--- src/rtl/oc_channel.sv ---
module oc_channel #(
  parameter int CW = 16
) (
  input  logic          clk,
  input  logic          rst_n,
  input  logic [CW-1:0] cnt_val,
  input  logic          cnt_up,
  input  logic          cnt_en,
  input  logic          upd_evt,
  input  logic          trig_in,
  input  logic          cmp_we,
  input  logic [CW-1:0] cmp_wdata,
  input  logic          cfg_we,
  input  logic [2:0]    cfg_mode,
  input  logic          cfg_shadow,
  input  logic          cfg_clr_en,
  input  logic [1:0]    cfg_sel,
  input  logic          cfg_pol_main,
  input  logic          cfg_pol_comp,
  input  logic [1:0]    prot_lvl,
  output logic          ref_o,
  output logic          out_main,
  output logic          out_comp,
  output logic [CW-1:0] cmp_active
);

  logic [2:0]    mode_q;
  logic          shadow_q, clr_q, pol_main_q, pol_comp_q, ref_q;
  logic [1:0]    sel_q;
  logic [CW-1:0] cmp_act, cmp_shd;

  wire hit     = cnt_en && (cnt_val == cmp_act);
  wire below   = cnt_val < cmp_act;
  wire above   = cnt_val > cmp_act;
  wire pwm_a   = cnt_up ? below : !above;
  wire locked  = (prot_lvl == 2'b11) && (sel_q == 2'b00);
  wire is_out  = (sel_q == 2'b00);

  logic ref_d;
  always_comb begin
    ref_d = ref_q;
    if (clr_q && trig_in) ref_d = 1'b0;
    else begin
      case (mode_q)
        3'b001:  if (hit) ref_d = 1'b1;
        3'b010:  if (hit) ref_d = 1'b0;
        3'b011:  if (hit) ref_d = !ref_q;
        3'b100:  ref_d = 1'b0;
        3'b101:  ref_d = 1'b1;
        3'b110:  ref_d = pwm_a;
        3'b111:  ref_d = !pwm_a;
        default: ref_d = ref_q;
      endcase
    end
  end

  always_ff @(posedge clk) begin
    if (!rst_n) begin
      mode_q     <= 3'b000;
      shadow_q   <= 1'b0;
      clr_q      <= 1'b0;
      sel_q      <= 2'b00;
      pol_main_q <= 1'b0;
      pol_comp_q <= 1'b0;
    end else if (cfg_we) begin
      if (!locked) mode_q <= cfg_mode;
      shadow_q   <= cfg_shadow;
      clr_q      <= cfg_clr_en;
      sel_q      <= cfg_sel;
      pol_main_q <= cfg_pol_main;
      pol_comp_q <= cfg_pol_comp;
    end
  end

  always_ff @(posedge clk) begin
    if (!rst_n) begin
      cmp_act <= '0;
      cmp_shd <= '0;
      ref_q   <= 1'b0;
    end else begin
      ref_q <= ref_d;
      if (cmp_we) cmp_shd <= cmp_wdata;
      if (cmp_we && !shadow_q) cmp_act <= cmp_wdata;
      else if (shadow_q && upd_evt) cmp_act <= cmp_shd;
    end
  end

  assign ref_o      = ref_q;
  assign cmp_active = cmp_act;
  assign out_main   = is_out ? (ref_q ^ pol_main_q) : pol_main_q;
  assign out_comp   = is_out ? (!ref_q ^ pol_comp_q) : pol_comp_q;

endmodule


--- config.mk ---
export PLATFORM = sky130hd
export DESIGN_NAME = oc_channel
export DESIGN_NICKNAME = d
export VERILOG_FILES = /design/src/rtl/oc_channel.sv
export SDC_FILE = /design/constraint.sdc
export NUM_CORES = 1
export LEC_CHECK = 0
export BUFFER_PORTS_ARGS = -buffer_cell sky130_fd_sc_hd__buf_4
export CORE_ASPECT_RATIO = 1.4
export CORE_MARGIN = 4
export CORE_UTILIZATION = 33
export DETAILED_ROUTE_END_ITERATION = 10
export GPL_TIMING_DRIVEN = 0
export PLACE_DENSITY_LB_ADDON = 0.3
export SYNTH_ARGS = -nofsm -noshare
export SYNTH_HDL_FRONTEND = slang
export SYNTH_SLANG_ARGS = --single-unit
--- constraint.sdc ---
create_clock -name clk -period 2.5 [get_ports clk]
set_clock_uncertainty 0.2 [all_clocks]
set_input_delay 0.5 -clock clk [delete_from_list [all_inputs] [get_ports clk]]
set_output_delay 0.5 -clock clk [all_outputs]
set_load 0.005 [all_outputs]
==> impl_results.md <==
- Site Rows: 35
- Fin crit share: 0.9220
- TritonCTS Buffers: 5
- Setup Buffers After CTS: 0
- Antenna violations before repair: 0
- RR Endpoint: ref_o
- Largest net degree at the start of global routing: 12
- Die area: 0.008275 mm2
- Crit end category: register
- Die width: 78.03 um
- Ports: 70
- YS warnings: 0
- Antenna diodes: 0
- Final Core Density: 0.4477
- End of the critical path: ref_o
- Wire per inst: 13.50 um
- Area delta synth->final: 30.65%
- Final wirelength: 5385 um
- Status: completed
- Vias in the first global route: 1852
- Fin. max-slew vios: 0
- Iter 0 DRT Violations: 51
- Max Fanout on Critical Path: 5
- Leftover overflow at the end of global routing: 0
- Layout cells sized above 1: 0.2671
- Ys flop type: dfxtp_1
- CTS tree: yes
- Nets: 374
- Ys async rst share: 0
- Post-Syn Nets: 300
- Post-route minimum period: 2.305 ns
- Relative slew margins: 0.6876
- Initial core utilization: 0.3427
- R2R setup slack: 0.19 ns
- Antenna viol nets, final: 0
- Worst Reg-to-Reg Cells: 8
- Crit path kind: register to register
- Arr. time, crit path: 2.29 ns
- Core area: 0.006613 mm2
- Unique masters post-synth: 30
- Lkg Pwr: 1.523 nW
- Final Wtd Congestion: 0.7413
- Setup violators final: 0
- Worst endpoint required time: 2.49 ns
- Post-synthesis sequential area ratio: 0.3711
- Multi-input gate area: 0.001299 mm2
- Clock transition at path regs: 0.07 ns
- First-pass GRT wire length: 8569 um
- # resized after CTS: 0
- Via count: 1875
- Port bufs: 67
- Deepest clock path buffer count: 2
- Worst r2r src: cmp_active[14]
- PD cells: 517.9 mW/mm2
- Tightest Pin Transition: 0.4686 ns
- Placed Area: 0.002884 mm2
- Root Buffer: clkbuf_8
- Fillers: 686
- RSZ-0062 raised after global routing: false
- Synth Register Bits: 42
- Worst vdd ir: 0.2392 mV
- Final hold vios: 0
- CTS H-tree depth: 2
- FF/Latch Area: 840.8 um2
- First-pass DRT Iterations: 4
- Max-Cap Viols: 0
- HPWL Detailed: 4332 um
- Synthesized area: 0.002266 mm2
- Die H: 106.0 um
- Drt via density: 4.699
- Pwr Total: 0.001533 W
- Crit path launch type: register
- Max Clock Freq: 433.8 MHz
- Synthesized area per cell: 9.725 um2
- Setup TNS: 0 ns
- Clock Sink Count: 42
- Hold_buf cts: 0
- HP Class: primary input to register
- Post-synth EDFFs: 0
- Clk_lat worst skew: 0.29 ns
- Post-route DRC: 0
- Critical Path Start: cmp_active[14]
- GRT Overall Usage: 0.1312
- Syn Inst Count: 233
- Design Area, Final: 0.002960 mm2
[how the worst min path moves through the flow]
stage,from,endpoint,slack (ns),cells past startpoint
after floorplan,cmp_shd[0],cmp_shd[0],0.28,2
final,cfg_mode[0],mode_q[0],0.26,3
after CTS,cfg_mode[0],mode_q[0],0.25,3
after global routing,cmp_wdata[14],cmp_shd[14],0.28,3
after detailed placement,cmp_shd[4],cmp_shd[4],0.30,2
after global placement,cmp_shd[9],cmp_shd[9],0.29,2
[sequential cells by signal (all words and copies together), names as in the netlist]
signal      cells
mode_q          3
cmp_active     16
shadow_q        1
ref_o           1
pol_main_q      1
clr_q           1
pol_comp_q      1
sel_q           2
cmp_shd        16
[where the power goes]
group,switching (W),internal (W),leakage [nW]
sequential,0.0000362,0.000718,0.347
combinational,0.000170,0.000204,1.14
clock,0.000213,0.000192,0.0383
total,0.000419,0.00111,1.52
[stage by stage]
| step | setup WS (ns) | cells | hold WS, ns |
|---|---|---|---|
| finish | 0.1949 | 399 | 0.2633 |
| global route | 0.05081 | 399 | 0.2758 |
| CTS | 0.1922 | 399 | 0.2477 |
| detailed placement | -0.01576 | 392 | 0.3007 |
| global placement | 0.03615 | 392 | 0.2943 |
| floorplan | 0.2491 | 233 | 0.2819 |
[synthesized netlist by cell type (all sizes together), types with 2 or more instances]
library cell / n / area (um2)
dfxtp: 42 / 840.8
o211a: 16 / 160.2
nor2: 3 / 11.26
clkbuf: 6 / 22.52
mux2i: 42 / 420.4
o21ai: 2 / 10.01
nand4: 5 / 58.80
nor2b: 27 / 168.9
inv: 19 / 71.32
nor3: 3 / 15.01
a21o: 2 / 15.01
ha: 16 / 200.2
buf: 6 / 32.53
nand3: 3 / 15.01
nand2: 24 / 90.09
nor4: 2 / 27.53
a21oi: 6 / 30.03
[cells by family (layout without fill, tap and decap cells)]
kind of cell | count (synthesis) | after routing | share of synthesized area
compound gates | 31 | 31 | 0.1132
xor+xnor | 2 | 2 | 0.007732
fa+ha+maj | 16 | 16 | 0.08835
buf+inv | 31 | 105 | 0.05577
flops | 42 | 42 | 0.3711
mux | 42 | 42 | 0.1855
simple gates | 69 | 69 | 0.1784
[layout make-up]
cell class,count,share of cell area
multi-input cells,160,0.4387
flip-flops and latches,42,0.2840
repair buffers,67,0.1699
well taps,92,0.03888
clock buffers,7,0.02578
inverters,19,0.02409
plain buffers,12,0.01860
[worst max-delay path, cell delays in order, from the launching register on]
cell,delay (ns)
dfxtp_1,0.38
inv_1,0.06
ha_1,0.35
nand4_4,0.16
nor4_4,0.33
a31oi_1,0.12
or3b_1,0.35
a32oi_1,0.20
nand2_1,0.07
[placed cells by master (no fill, tap or decap)]
| master | count |
|---|---|
| a2111oi_0 | 1 |
| a21o_1 | 2 |
| a21oi_1 | 6 |
| a221o_1 | 1 |
| a31oi_1 | 1 |
| a32oi_1 | 1 |
| buf_2 | 5 |
| buf_4 | 68 |
| clkbuf_1 | 8 |
| clkbuf_8 | 5 |
| dfxtp_1 | 42 |
| ha_1 | 16 |
| inv_1 | 19 |
| mux2i_1 | 42 |
| nand2_1 | 24 |
| nand3_1 | 3 |
| nand4_1 | 2 |
| nand4_2 | 2 |
| nand4_4 | 1 |
| nor2_1 | 3 |
| nor2b_1 | 27 |
| nor3_1 | 3 |
| nor4_1 | 1 |
| nor4_4 | 1 |
| nor4b_1 | 1 |
| o211a_1 | 16 |
| o211ai_1 | 1 |
| o21ai_0 | 2 |
| or3b_1 | 1 |
| xnor2_1 | 1 |
| xor2_1 | 1 |
[layer usage]
layer / GRT usage / share of wire
met1: 0.1588 / 0.43
met2: 0.2181 / 0.47
met3: 0.04322 / 0.083
met4: 0.04250 / 0.016
met5: 0 / 0
Power figures use the tool's default switching activity.
